===== src/rtl/mcb_pkg.sv =====
package mcb_pkg;

   typedef enum logic [1:0] {
      TGT_ROM     = 2'd0,
      TGT_SRAM    = 2'd1,
      TGT_IRAM    = 2'd2,
      TGT_ROM_ALT = 2'd3
   } mcb_tgt_e;

   typedef enum logic [2:0] {
      PH_IDLE  = 3'd0,
      PH_PRE   = 3'd1,
      PH_ADDR  = 3'd2,
      PH_HOLD  = 3'd3,
      PH_READ  = 3'd4,
      PH_WRITE = 3'd5,
      PH_DONE  = 3'd6
   } mcb_phase_e;

   typedef struct packed {
      logic le;
      logic ad_oe;
      logic sel_a_n;
      logic sel_b_n;
      logic oe_n;
      logic we_n;
   } mcb_pins_t;

   localparam mcb_pins_t PINS_IDLE = '{le: 1'b0, ad_oe: 1'b0, sel_a_n: 1'b1,
                                       sel_b_n: 1'b1, oe_n: 1'b1, we_n: 1'b1};

   function automatic logic tgt_is_rom(mcb_tgt_e t);
      return (t == TGT_ROM) || (t == TGT_ROM_ALT);
   endfunction

   function automatic int unsigned max2(int unsigned a, int unsigned b);
      return (a > b) ? a : b;
   endfunction

   // Pin levels for one phase of the cycle and one target
   function automatic mcb_pins_t pins_for(mcb_phase_e ph, mcb_tgt_e t);
      mcb_pins_t p;
      logic      active;
      p       = PINS_IDLE;
      active  = (ph == PH_ADDR) || (ph == PH_HOLD) ||
                (ph == PH_READ) || (ph == PH_WRITE);
      p.le    = (ph == PH_ADDR);
      p.ad_oe = (ph == PH_ADDR) || (ph == PH_HOLD) || (ph == PH_WRITE);
      p.oe_n  = !(ph == PH_READ);
      p.we_n  = !(ph == PH_WRITE);
      p.sel_a_n = !((ph == PH_PRE) || (active && t == TGT_SRAM));
      p.sel_b_n = !(active && t == TGT_IRAM);
      return p;
   endfunction

endpackage


===== src/rtl/mcb_phase_timer.sv =====
module mcb_phase_timer #(
   parameter int unsigned CW = 8
) (
   input  logic          clk,
   input  logic          rst_n,
   input  logic          load,
   input  logic [CW-1:0] load_val,
   output logic          expired
);

   logic [CW-1:0] cnt_q;

   always_ff @(posedge clk or negedge rst_n) begin
      if (!rst_n)              cnt_q <= '0;
      else if (load)           cnt_q <= load_val;
      else if (cnt_q != '0)    cnt_q <= cnt_q - 1'b1;
   end

   assign expired = (cnt_q == '0);

endmodule


===== src/rtl/mcb_sequencer.sv =====
module mcb_sequencer
   import mcb_pkg::*;
#(
   parameter int unsigned T_PRE      = 2,
   parameter int unsigned T_LATCH    = 2,
   parameter int unsigned T_HOLD     = 2,
   parameter int unsigned T_ROM_WAIT = 250,
   parameter int unsigned T_RAM_WAIT = 4,
   parameter int unsigned T_SRAM_WE  = 12,
   parameter int unsigned T_IRAM_WE  = 37,
   parameter int unsigned CW         = 8
) (
   input  logic       clk,
   input  logic       rst_n,
   input  logic       start,
   input  logic       wr,
   input  mcb_tgt_e   tgt,
   output mcb_phase_e ph,
   output mcb_phase_e ph_nxt,
   output logic       sample
);

   localparam logic [CW-1:0] D_PRE   = CW'(T_PRE - 1);
   localparam logic [CW-1:0] D_LATCH = CW'(T_LATCH - 1);
   localparam logic [CW-1:0] D_HOLD  = CW'(T_HOLD - 1);
   localparam logic [CW-1:0] D_ROMRD = CW'(T_ROM_WAIT - 1);
   localparam logic [CW-1:0] D_RAMRD = CW'(T_RAM_WAIT - 1);
   localparam logic [CW-1:0] D_SWE   = CW'(T_SRAM_WE - 1);
   localparam logic [CW-1:0] D_IWE   = CW'(T_IRAM_WE - 1);

   mcb_phase_e    ph_q;
   logic          expired;
   logic          load;
   logic [CW-1:0] dur;

   always_comb begin
      ph_nxt = ph_q;
      unique case (ph_q)
         PH_IDLE:  if (start) begin
                      if (wr && tgt_is_rom(tgt))      ph_nxt = PH_DONE;
                      else if (wr && tgt == TGT_IRAM) ph_nxt = PH_PRE;
                      else                            ph_nxt = PH_ADDR;
                   end
         PH_PRE:   if (expired) ph_nxt = PH_ADDR;
         PH_ADDR:  if (expired) ph_nxt = PH_HOLD;
         PH_HOLD:  if (expired) ph_nxt = wr ? PH_WRITE : PH_READ;
         PH_READ:  if (expired) ph_nxt = PH_DONE;
         PH_WRITE: if (expired) ph_nxt = PH_DONE;
         default:  ph_nxt = PH_IDLE;
      endcase
   end

   always_comb begin
      unique case (ph_nxt)
         PH_PRE:   dur = D_PRE;
         PH_ADDR:  dur = D_LATCH;
         PH_HOLD:  dur = D_HOLD;
         PH_READ:  dur = tgt_is_rom(tgt) ? D_ROMRD : D_RAMRD;
         PH_WRITE: dur = (tgt == TGT_SRAM) ? D_SWE : D_IWE;
         default:  dur = '0;
      endcase
   end

   assign load = (ph_nxt != ph_q);

   mcb_phase_timer #(.CW(CW)) u_timer (
      .clk      (clk),
      .rst_n    (rst_n),
      .load     (load),
      .load_val (dur),
      .expired  (expired)
   );

   always_ff @(posedge clk or negedge rst_n) begin
      if (!rst_n) ph_q <= PH_IDLE;
      else        ph_q <= ph_nxt;
   end

   assign ph     = ph_q;
   assign sample = (ph_q == PH_READ) && expired;

endmodule


===== src/rtl/mcb_pin_drive.sv =====
module mcb_pin_drive
   import mcb_pkg::*;
#(
   parameter bit          PIN_REG = 1'b1,
   parameter int unsigned DW      = 8
) (
   input  logic          clk,
   input  logic          rst_n,
   input  mcb_phase_e    ph,
   input  mcb_phase_e    ph_nxt,
   input  mcb_tgt_e      tgt,
   input  logic [DW-1:0] addr_lo,
   input  logic [DW-1:0] wdata,
   output mcb_pins_t     pins,
   output logic [DW-1:0] bus_val
);

   generate
      if (PIN_REG) begin : g_registered
         // Pins come straight from flops, decoded one phase ahead
         mcb_pins_t     pins_q;
         logic [DW-1:0] bus_q;
         always_ff @(posedge clk or negedge rst_n) begin
            if (!rst_n) begin
               pins_q <= PINS_IDLE;
               bus_q  <= '0;
            end else begin
               pins_q <= pins_for(ph_nxt, tgt);
               bus_q  <= (ph_nxt == PH_WRITE) ? wdata : addr_lo;
            end
         end
         assign pins    = pins_q;
         assign bus_val = bus_q;
      end else begin : g_decoded
         // Pins decoded from the current phase register
         assign pins    = pins_for(ph, tgt);
         assign bus_val = (ph == PH_WRITE) ? wdata : addr_lo;
      end
   endgenerate

endmodule


===== src/rtl/mux_cart_master.sv =====
module mux_cart_master
   import mcb_pkg::*;
#(
   parameter int unsigned ADDR_W     = 22,
   parameter int unsigned DW         = 8,
   parameter bit          PIN_REG    = 1'b1,
   parameter int unsigned T_PRE      = 2,
   parameter int unsigned T_LATCH    = 2,
   parameter int unsigned T_HOLD     = 2,
   parameter int unsigned T_ROM_WAIT = 250,
   parameter int unsigned T_RAM_WAIT = 4,
   parameter int unsigned T_SRAM_WE  = 12,
   parameter int unsigned T_IRAM_WE  = 37
) (
   input  logic                 clk,
   input  logic                 rst_n,
   input  logic                 req_valid,
   output logic                 req_ready,
   input  logic                 req_write,
   input  logic [1:0]           req_tgt,
   input  logic [ADDR_W-1:0]    req_addr,
   input  logic [DW-1:0]        req_wdata,
   output logic                 rsp_ack,
   output logic [DW-1:0]        rsp_rdata,
   output logic [ADDR_W-DW-1:0] cart_addr_hi,
   output logic [DW-1:0]        ad_out,
   output logic                 ad_oe,
   input  logic [DW-1:0]        ad_in,
   output logic                 le,
   output logic                 sel_a_n,
   output logic                 sel_b_n,
   output logic                 oe_n,
   output logic                 we_n
);

   localparam int unsigned T_MAX = max2(max2(max2(T_PRE, T_LATCH), max2(T_HOLD, T_ROM_WAIT)),
                                        max2(T_RAM_WAIT, max2(T_SRAM_WE, T_IRAM_WE)));
   localparam int unsigned CW    = (T_MAX > 2) ? $clog2(T_MAX) : 1;

   initial begin
      assert (ADDR_W > DW) else $error("ADDR_W must exceed DW");
      assert (T_PRE >= 1 && T_LATCH >= 1 && T_HOLD >= 1)
         else $error("latch phase widths must be at least one cycle");
      assert (T_ROM_WAIT >= 1 && T_RAM_WAIT >= 1 && T_SRAM_WE >= 1 && T_IRAM_WE >= 1)
         else $error("strobe widths must be at least one cycle");
   end

   mcb_phase_e          ph, ph_nxt;
   logic                sample;
   logic                accept;
   logic [ADDR_W-1:0]   addr_q;
   logic [DW-1:0]       wdata_q;
   logic                wr_q;
   mcb_tgt_e            tgt_q;
   logic [DW-1:0]       rdata_q;
   mcb_tgt_e            tgt_cur;
   logic                wr_cur;
   logic [ADDR_W-1:0]   addr_cur;
   logic [DW-1:0]       wdata_cur;
   mcb_pins_t           pins;

   assign req_ready = (ph == PH_IDLE);
   assign accept    = req_valid && req_ready;

   // Request fields as seen by the decode: live on the accepting edge
   assign tgt_cur   = accept ? mcb_tgt_e'(req_tgt) : tgt_q;
   assign wr_cur    = accept ? req_write : wr_q;
   assign addr_cur  = accept ? req_addr  : addr_q;
   assign wdata_cur = accept ? req_wdata : wdata_q;

   always_ff @(posedge clk or negedge rst_n) begin
      if (!rst_n) begin
         addr_q  <= '0;
         wdata_q <= '0;
         wr_q    <= 1'b0;
         tgt_q   <= TGT_ROM;
      end else if (accept) begin
         addr_q  <= req_addr;
         wdata_q <= req_wdata;
         wr_q    <= req_write;
         tgt_q   <= mcb_tgt_e'(req_tgt);
      end
   end

   always_ff @(posedge clk or negedge rst_n) begin
      if (!rst_n)      rdata_q <= '0;
      else if (sample) rdata_q <= ad_in;
   end

   mcb_sequencer #(
      .T_PRE      (T_PRE),
      .T_LATCH    (T_LATCH),
      .T_HOLD     (T_HOLD),
      .T_ROM_WAIT (T_ROM_WAIT),
      .T_RAM_WAIT (T_RAM_WAIT),
      .T_SRAM_WE  (T_SRAM_WE),
      .T_IRAM_WE  (T_IRAM_WE),
      .CW         (CW)
   ) u_seq (
      .clk    (clk),
      .rst_n  (rst_n),
      .start  (accept),
      .wr     (wr_cur),
      .tgt    (tgt_cur),
      .ph     (ph),
      .ph_nxt (ph_nxt),
      .sample (sample)
   );

   mcb_pin_drive #(
      .PIN_REG (PIN_REG),
      .DW      (DW)
   ) u_pins (
      .clk     (clk),
      .rst_n   (rst_n),
      .ph      (ph),
      .ph_nxt  (ph_nxt),
      .tgt     (tgt_cur),
      .addr_lo (addr_cur[DW-1:0]),
      .wdata   (wdata_cur),
      .pins    (pins),
      .bus_val (ad_out)
   );

   assign le           = pins.le;
   assign ad_oe        = pins.ad_oe;
   assign sel_a_n      = pins.sel_a_n;
   assign sel_b_n      = pins.sel_b_n;
   assign oe_n         = pins.oe_n;
   assign we_n         = pins.we_n;
   assign rsp_ack      = (ph == PH_DONE);
   assign rsp_rdata    = rdata_q;
   assign cart_addr_hi = addr_q[ADDR_W-1:DW];

endmodule


===== config.mk =====
export PLATFORM = sky130hd
export DESIGN_NAME = mux_cart_master
export DESIGN_NICKNAME = d
export VERILOG_FILES = /design/src/rtl/mcb_pkg.sv /design/src/rtl/mcb_phase_timer.sv /design/src/rtl/mcb_sequencer.sv /design/src/rtl/mcb_pin_drive.sv /design/src/rtl/mux_cart_master.sv
export SDC_FILE = /design/constraint.sdc
export NUM_CORES = 1
export LEC_CHECK = 0
export CORE_ASPECT_RATIO = 0.8
export CORE_MARGIN = 2
export CORE_UTILIZATION = 44
export DETAILED_ROUTE_END_ITERATION = 16
export HOLD_SLACK_MARGIN = 0.02
export PLACE_DENSITY = 0.77
export SYNTH_ARGS = -nofsm -noshare
export SYNTH_HDL_FRONTEND = slang
export SYNTH_SLANG_ARGS = --single-unit

===== constraint.sdc =====
create_clock -name clk -period 3.85 [get_ports clk]
set_clock_uncertainty 0.2 [all_clocks]
set_input_delay 0.77 -clock clk [delete_from_list [all_inputs] [get_ports clk]]
set_output_delay 0.77 -clock clk [all_outputs]
set_load 0.005 [all_outputs]

Word-level counts from Yosys, hierarchy flattened
Cells that the tools add are included.

Add/subtract/negate cells: 1. Eq/ne operators: 15. Mux-type cells: 19. Reductions and logical operators: 23.

Operators by type and width (count): 8-bit 2-to-1 mux (6); 8-bit case mux with 3 select lines (1); 3-bit 2-to-1 mux (6); 3-bit equality test, second input constant (5); 3-bit case mux with 5 select lines (1); 3-bit by 2-bit equality test with 1-bit output, second input constant (4); 8-bit zero test (1); 8-bit nonzero test (1); 8-bit by 1-bit subtractor with 8-bit output, second input constant (1); 3-bit by 1-bit equality test with 1-bit output, second input constant (2); 1-bit logical AND (6); 1-bit logical OR (6); 6-bit 2-to-1 mux (1); 2-bit equality test, second input constant (2); 1-bit zero test (4); 2-bit 2-to-1 mux (2); 3-bit zero test (1); 3-bit inequality test (1); 3-bit OR reduction (1); 2-bit by 1-bit equality test with 1-bit output, second input constant (1); 2-bit zero test (1); 1-bit 2-to-1 mux (2); 2-bit nonzero test (1); 2-bit OR reduction (1).

Bits in registers: 66. Output and inout port bits: 38.

Logic depth before layout (Yosys ltp)
Gate-level depths: netlist (run 1).

Depth in word-level cells: 16. Depth in mapped cells: 11. Gate-level depth less buffers: 8.

Modules after synthesis
Synthesis (run 1) repeated with hierarchy kept, for this count alone.

Cell total of the unflattened synthesis: 235. Area total of the unflattened synthesis: 3059.2 um^2.

Modules (own cells, without submodules): mux_cart_master (times used 1, cells each 104, area an instance 1666.6 um^2); mcb_pin_drive (times used 1, cells each 33, area an instance 555.5 um^2); mcb_phase_timer (times used 1, cells each 54, area an instance 476.7 um^2); mcb_sequencer (times used 1, cells each 44, area an instance 360.3 um^2).

Least setup slack after synthesis (run 1)
Ideal clock, no wire load.

Path kind: in2reg. Start point: input req_valid. End point: register u_pins.g_registered.bus_q[0], in the netlist u_pins.bus_val[0]. Setup time: 0.125 ns. Arrival: 3.492 ns. Path slack: 0.033 ns. Stages on the path: 10. Cells stage by stage: nor4b_4 > buf_2 > mux2_2 > ha_1 > and3b_1 > a221oi_4 > inv_2 > and2_4 > buf_6 > mux2_4.

Longest elaborated chain between the ends: 10. Elaborated cells on any way between the ends: 19.

RTL lines: start: declaration (RTL line mux_cart_master.sv:17) `input logic req_valid,`; 1-bit logical AND (*) (RTL line mux_cart_master.sv:63) `assign accept = req_valid && req_ready;`; 2-bit 2-to-1 mux (*); net tgt_cur[1] (RTL line mux_cart_master.sv:56) `mcb_tgt_e tgt_cur;`; 2-bit equality test, or another cell as far along (RTL line mcb_sequencer.sv:41) `else if (wr && tgt == TGT_IRAM) ph_nxt = PH_PRE;`; 1-bit logical AND or 1-bit logical OR (tied branches) (RTL line mcb_sequencer.sv:41, mcb_pkg.sv:33); 2-bit 2-to-1 mux or 1-bit logical AND (tied branches) (RTL line mcb_sequencer.sv:41, mcb_sequencer.sv:40); 3-bit 2-to-1 mux (*) (RTL line mcb_sequencer.sv:40) `if (wr && tgt_is_rom(tgt)) ph_nxt = PH_DONE;`; 3-bit 2-to-1 mux (*) (RTL line mcb_sequencer.sv:39) `PH_IDLE: if (start) begin`; 3-bit case mux with 5 select lines (*) (RTL line mcb_sequencer.sv:38) `unique case (ph_q)`; net ph_nxt[0] (RTL line mux_cart_master.sv:48) `mcb_phase_e ph, ph_nxt;`; 3-bit equality test (*) (RTL line mcb_pin_drive.sv:29) `bus_q <= (ph_nxt == PH_WRITE) ? wdata : addr_lo;`; 8-bit 2-to-1 mux (*) (RTL line mcb_pin_drive.sv:29); end signal: assignment (RTL line mcb_pin_drive.sv:29); end: declaration (RTL line mcb_pin_drive.sv:22) `logic [DW-1:0] bus_q;`.

Mark *: on every way through the listed nets, which the timed path passes. The rest lies on a longest branch. A chain may end at the register's enable or synchronous reset.

Final worst setup path (run 1)
Start point: input req_valid. End point: register u_seq.u_timer.cnt_q[0].

Longest elaborated chain between the ends: 12. Elaborated cells on any way between the ends: 27.

RTL lines: 1-bit logical AND (*) (RTL line mux_cart_master.sv:63); 2-bit 2-to-1 mux (*); net tgt_cur[1] (RTL line mux_cart_master.sv:56); 2-bit equality test, or another cell as far along (RTL line mcb_sequencer.sv:41); 1-bit logical AND or 1-bit logical OR (tied branches) (RTL line mcb_sequencer.sv:41, mcb_pkg.sv:33); 2-bit 2-to-1 mux or 1-bit logical AND (tied branches) (RTL line mcb_sequencer.sv:41, mcb_sequencer.sv:40); 3-bit 2-to-1 mux (RTL line mcb_sequencer.sv:40); 3-bit 2-to-1 mux (RTL line mcb_sequencer.sv:39); 3-bit case mux with 5 select lines (RTL line mcb_sequencer.sv:38); 3-bit by 1-bit equality test with 1-bit output or 3-bit by 2-bit equality test with 1-bit output (tied branches) (RTL line mcb_sequencer.sv:54) `unique case (ph_nxt)`; 3-bit OR reduction (no line); 8-bit case mux with 3 select lines (RTL line mcb_sequencer.sv:54); 8-bit 2-to-1 mux (RTL line mcb_phase_timer.sv:15) `else if (load) cnt_q <= load_val;`; end signal: assignment (RTL line mcb_phase_timer.sv:15); end signal: assignment (RTL line mcb_phase_timer.sv:16) `else if (cnt_q != '0) cnt_q <= cnt_q - 1'b1;`; end: declaration (RTL line mcb_phase_timer.sv:11) `logic [CW-1:0] cnt_q;`.

Marks and branches as above.

==> results of run 1 <==
-- metrics by stage --
step	setup WS (ns)	power (mW)	instances
after detailed placement	0.03503	2.930	386
after floorplan	0.03267	2.322	229
final	0.3575	3.556	402
after global placement	0.1315	2.881	386
after CTS	0.4037	3.596	402
after global routing	0.2939	3.804	402
-- where the power goes --
group,internal [mW],switching [mW]
sequential,1.04,0.178
clock,0.370,0.277
combinational,0.986,0.702
total,2.40,1.16
-- state kept, by name, indices dropped and copies added (netlist names) --
| name | flops |
|---|---|
| addr_q | 22 |
| tgt_q | 2 |
| wdata_q | 8 |
| wr_q | 1 |
| u_pins.pins | 6 |
| u_pins.bus_val | 8 |
| u_seq.u_timer.cnt_q | 8 |
| rsp_rdata | 8 |
| u_seq.ph | 3 |
-- cell type report --
| class | instances | area [sq um] |
|---|---|---|
| Clock buffer | 9 | 123.9 |
| Sequential cell | 66 | 1657 |
| Inverter | 10 | 37.54 |
| Tap cell | 87 | 108.9 |
| Clock inverter | 7 | 101.3 |
| Multi-Input combinational cell | 131 | 1202 |
| Timing Repair Buffer | 92 | 888.4 |
| Fill cell | 554 | 2671 |
-- kinds of logic after synthesis --
kind of cell	synth area share, %
muxes	19.63
DFF	54.26
adders and majority gates	1.230
AOI/OAI and AO/OA	7.091
and+or+nand+nor	10.00
buffers and inverters	6.352
xor gates and xnor gates	1.435
-- metal layers --
metal / vias up / share of wire, % / global-route usage [%]
li1: 963 / - / -
met1: 945 / 46 / 21.65
met2: 91 / 43 / 24.65
met3: 7 / 10 / 8.370
met4: 0 / 1.2 / 5.070
met5: - / 0 / 0
-- cell usage in the layout (no fill, tap or decap), types with 2 or more instances in the layout --
cell type / instances
nand2_1: 12
and2_1: 2
dfrtp_1: 62
nor4_1: 2
mux2i_1: 4
nor3b_1: 2
nor4b_4: 2
ha_1: 3
clkinvlp_4: 2
xnor2_1: 3
nand3_1: 3
a21oi_1: 6
nor2b_1: 2
nor3_1: 5
mux2_2: 39
bufinv_16: 2
inv_6: 2
dfstp_2: 4
inv_1: 9
xor2_1: 2
mux2_4: 8
buf_4: 11
clkbuf_8: 9
o21bai_1: 2
o22ai_1: 5
clkdlybuf4s50_1: 80
nor2_1: 6
-- worst paths after layout --
kind                       slack (ns)                            endpoint                   from
max                              0.36  u_seq.u_timer.cnt_q[0]$_DFFE_PN0P_              req_valid
min                              0.30                 addr_q[7]$_DFF_PN0_    addr_q[7]$_DFF_PN0_
max reg2reg                      0.65  u_seq.u_timer.cnt_q[0]$_DFFE_PN0P_  u_seq.ph[2]$_DFF_PN0_
min reg2reg                      0.30                 addr_q[7]$_DFF_PN0_    addr_q[7]$_DFF_PN0_
max in group asynchronous        2.28            u_pins.pins[0]$_DFF_PN1_                  rst_n
min in group asynchronous        0.37  u_seq.u_timer.cnt_q[7]$_DFFE_PN0P_                  rst_n
-- worst max-delay path, cell delays in order --
cell and delay [ns]:
clkdlybuf4s50_1 0.48, nor4b_4 0.24, mux2_2 0.40, ha_1 0.34
and4b_1 0.24, o21ba_2 0.23, nor4_1 0.40, nand2_1 0.11
a311o_1 0.31
==> results_dict.tcl, run 1 <==
set metrics [dict create \
    status "finished, final reports clean" \
    syn_area_per_cell_sq_um 13.33 \
    start_util_pct 44.96 \
    synthFlopType "dfrtp_1" \
    drv_cap 0 \
    tightest_slew_ns 0.9488 \
    synthTopCellsByArea "dfrtp_1, mux2_2, mux2_4" \
    routed_via_density 4.990 \
    cts-root-buf "clkbuf_8" \
    synth_top_area_share_pct 50.82 \
    ys_seq_elements 66 \
    cts_repair_resize_count 0 \
    drtAntennaViolNets 0 \
    synth.most_common_cell "dfrtp_1" \
    rsz0062_at_grt "no" \
    placed_cell_area_sq_um 3894 \
    numPortBuffers 81 \
    numCtsBuffers 9 \
    ys_warn_count 0 \
    cts-htree-levels 3 \
    finalSetupViolCount 0 \
    synthToLayoutAreaGrowth_pct 34.92 \
    nNetsFinal 357 \
    grt.overflow.total 0 \
    max_freq_mhz 286.3 \
    layout-drive-gt1-share_pct 29.21 \
    holdWs_ns 0.3026 \
    timing.final.crit_share_pct 90.71 \
    clock_latency_ns 0.34 \
    grt_pass1_wl_mm 9.915 \
    first_global_vias 2042 \
    fin_tns_setup_ns 0 \
    drv_slew 0 \
    power_density_nw_per_um2 863.3 \
    cts.reportedPaths.clkPinSlew_ns 0.08 \
    vdd_ir_drop_max_mv 0.4290 \
    drtPass1Iterations 4 \
    cp-end-kind "register" \
    grt_max_degree 44 \
    cts_setup_buffers 0 \
    synth_cells 229 \
    grt_antenna_before_repair 0 \
    antenna_cells 0 \
    wirelength_mm 6.075 \
    core_sq_um 6790 \
    row_count 27 \
    yosysUniqueCellTypes 49 \
    fp.dieW_microns 97.13 \
    hold_buffers 0 \
    dp_hpwl_mm 4.357 \
    min_path_cells 1 \
    ys_seq_area_share_pct 54.26 \
    start_kind "input pin" \
    drc 0 \
    hold_viol 0 \
    first_iter_violations 68 \
    vias 2006 \
    routedWlPerCell_microns 15.11 \
    arrival_ns 3.53 \
    path_max_fanout 5 \
    max_slew_margin_pct 36.75 \
    path_class "input pin to register" \
    clock_sinks 66 \
    rr_worst_depth 8 \
    fp.dieH_microns 78.51 \
    ioPinCount 82 \
    p_leak_nw 1.753 \
    cp.required_ns 3.89 \
    die_area_sq_um 7625 \
    period_needed_ns 3.492 \
    place_congestion 0.8474 \
    min_path_type "register to register" \
    yosys.area.top_type "dfrtp_1" \
    syn-cell-area_sq_um 3053 \
    stdcell_area_sq_um 4119 \
    cts_max_path_buffers 2 \
    cts_tree "built" \
    fin_util_pct 60.66 \
    synth-edff-count 0 \
    synth_commonest_cells "dfrtp_1, mux2_2, buf_4" \
    grt_use_total_pct 16.71 \
    syn-num-nets 276 \
    async_flop_share_pct 100.0 \
]
Power figures use the tool's default switching activity.
==> inputs of run 2 (changes only) <==
CORE_UTILIZATION = 56   (was 44)
DONT_BUFFER_PORTS = 1   (was default)
PLACE_DENSITY = 0.74   (was 0.77)
==> run 2 against run 1 <==
Effect of this change:
- clock power up 10%
- routed wire length shrank 11%
- worst setup slack improved by 0.13 ns
- final cell count fell by 28%
- first-iteration DRC count grew 38%
- critical path depth is 1 lower
==> results_dict.tcl, run 2 (synthesized netlist as in run 1, its figures left out) <==
set metrics [dict create \
    cts-htree-levels 3 \
    fin_util_pct 61.17 \
    crit-reg2reg-launch "u_seq.ph[0]$_DFF_PN0_" \
    vias 1726 \
    first_iter_violations 94 \
    placed_cell_area_sq_um 2993 \
    r2r-end "u_pins.bus_val[6]$_DFF_PN0_" \
    critical-path-top-delay-family "simple AND/OR/NAND/NOR gates" \
    grt_use_total_pct 18.84 \
    grt_max_degree 63 \
    dp_hpwl_mm 3.734 \
    cp.required_ns 3.88 \
    seqPwrFrac_pct 40.5 \
    layout-drive-gt1-share_pct 36.73 \
    drc 0 \
    nNetsFinal 268 \
    routed_via_density 5.931 \
    finalSetupViolCount 0 \
    top_register "addr_q" \
    cts.reportedPaths.clkPinSlew_ns 0.07 \
    largest_register_ffs 22 \
    p_clk_share_pct 22.5 \
    core_sq_um 5345 \
    max_freq_mhz 297.1 \
    drtPass1Iterations 4 \
    rsz0062_at_grt "no" \
    cts_repair_resize_count 0 \
    regArea_sq_um 1657 \
    fillers 436 \
    cts_max_path_buffers 2 \
    tightest_slew_ns 0.4466 \
    cts-root-buf "clkbuf_8" \
    cp-end-kind "register" \
    timing.final.crit_share_pct 87.41 \
    cpPeakStageDelay_ns 0.54 \
    clock_sinks 66 \
    drv_cap 0 \
    first_global_vias 1662 \
    synthToLayoutAreaGrowth_pct 7.090 \
    start_util_pct 57.12 \
    rr_worst_depth 8 \
    fp.dieH_microns 70.04 \
    grt_pass1_wl_mm 8.500 \
    pwr-share-comb_pct 36.9 \
    crit_slowest_cell "dfrtp_1" \
    stdcell_area_sq_um 3269 \
    multiInputGateArea_sq_um 1202 \
    hold_viol 0 \
    cts_tree "built" \
    r2r_setup_slack_ns 0.48 \
    numCtsBuffers 9 \
    status "finished, final reports clean" \
    sw_frac_of_total_pct 34.33 \
    row_count 24 \
    clock_latency_ns 0.34 \
    cts_setup_buffers 0 \
    path_class "register to register" \
    min_path_type "input pin to async pin" \
    internal_power_mw 2.081 \
    crit_chain "nor4b_4 > mux2_2 > ha_1 > and3b_1 > a221oi_4 > inv_2 > and2_4 > mux2_4" \
    startpoint "u_seq.ph[0]$_DFF_PN0_" \
    start_kind "register" \
    place_congestion 0.9122 \
    wirelength_mm 5.379 \
    grt_antenna_before_repair 0 \
    p_leak_nw 1.422 \
    numPortBuffers 0 \
    grt.overflow.total 0 \
    switching_power_mw 1.088 \
    path_max_fanout 12 \
    power_density_nw_per_um2 969.1 \
    fp.dieW_microns 86.55 \
    die_area_sq_um 6062 \
    max_slew_margin_pct 70.10 \
    drtAntennaViolNets 0 \
    final_cell_mix "dfrtp_1, mux2_2, nand2_1" \
    drv_slew 0 \
    fin_tns_setup_ns 0 \
    holdWs_ns 0.06675 \
    ioPinCount 82 \
    routedWlPerCell_microns 18.48 \
    period_needed_ns 3.365 \
    path_buf_inv 1 \
    vdd_ir_drop_max_mv 0.3862 \
    arrival_ns 3.39 \
    antenna_cells 0 \
    final_common_cell "dfrtp_1" \
]
-- run 2: worst max path at each step --
stage,endpoint,slack (ns),cells after the start
after detailed placement,u_pins.bus_val[6]$_DFF_PN0_,0.40,8
final,u_pins.bus_val[6]$_DFF_PN0_,0.48,8
after floorplan,u_pins.bus_val[0]$_DFF_PN0_,0.03,10
after CTS,u_pins.bus_val[6]$_DFF_PN0_,0.48,8
after global placement,u_pins.bus_val[6]$_DFF_PN0_,0.51,8
after global routing,u_pins.bus_val[7]$_DFF_PN0_,0.32,8
-- run 2: stage by stage --
stage	total power [mW]	cells	worst slack (ns)
after detailed placement	2.454	274	0.3969
final	3.168	291	0.4846
after floorplan	2.322	229	0.03267
after global routing	3.378	291	0.3234
after global placement	2.419	274	0.5109
after CTS	3.197	291	0.4840
-- run 2: routing by layer --
metal / track usage, % / vias to the layer above / wire, microns
li1: - / 776 / -
met1: 25.53 / 878 / 2405
met2: 27.18 / 67 / 2463
met3: 7.920 / 5 / 444
met4: 6.771 / 0 / 65
met5: 0 / - / 0
-- run 2: power groups by stage --
stage	clock network, mW	registers [mW]	logic (mW)
after global routing	0.759	1.33	1.29
after detailed placement	0	1.30	1.15
after floorplan	0	1.21	1.11
after global placement	0	1.29	1.13
after CTS	0.732	1.29	1.18
final	0.714	1.28	1.17
-- run 2: cell type report --
class,instances,share of cell area (%)
clock inverter,7,3.827
inverter,10,1.148
tap,65,2.488
clock buffer,9,3.789
sequential,66,50.67
timing repair buffer,3,1.301
multi-input combinational,131,36.78
-- run 2: what timing repair did --
| item | in CTS | in global routing |
|---|---|---|
| hold buffers | 1 | 0 |
| setup endpoints to repair | 0 | 0 |
| hold endpoints to repair | 62 | 0 |
-- run 2: worst register-to-register path, delay by kind of cell (launching register included) --
family	cells	cell delay, ns
adders and majority gates	1	0.35
and+or+nand+nor	3	0.89
DFF	1	0.54
buffers and inverters	1	0.12
AOI/OAI and AO/OA	1	0.44
muxes	2	0.72
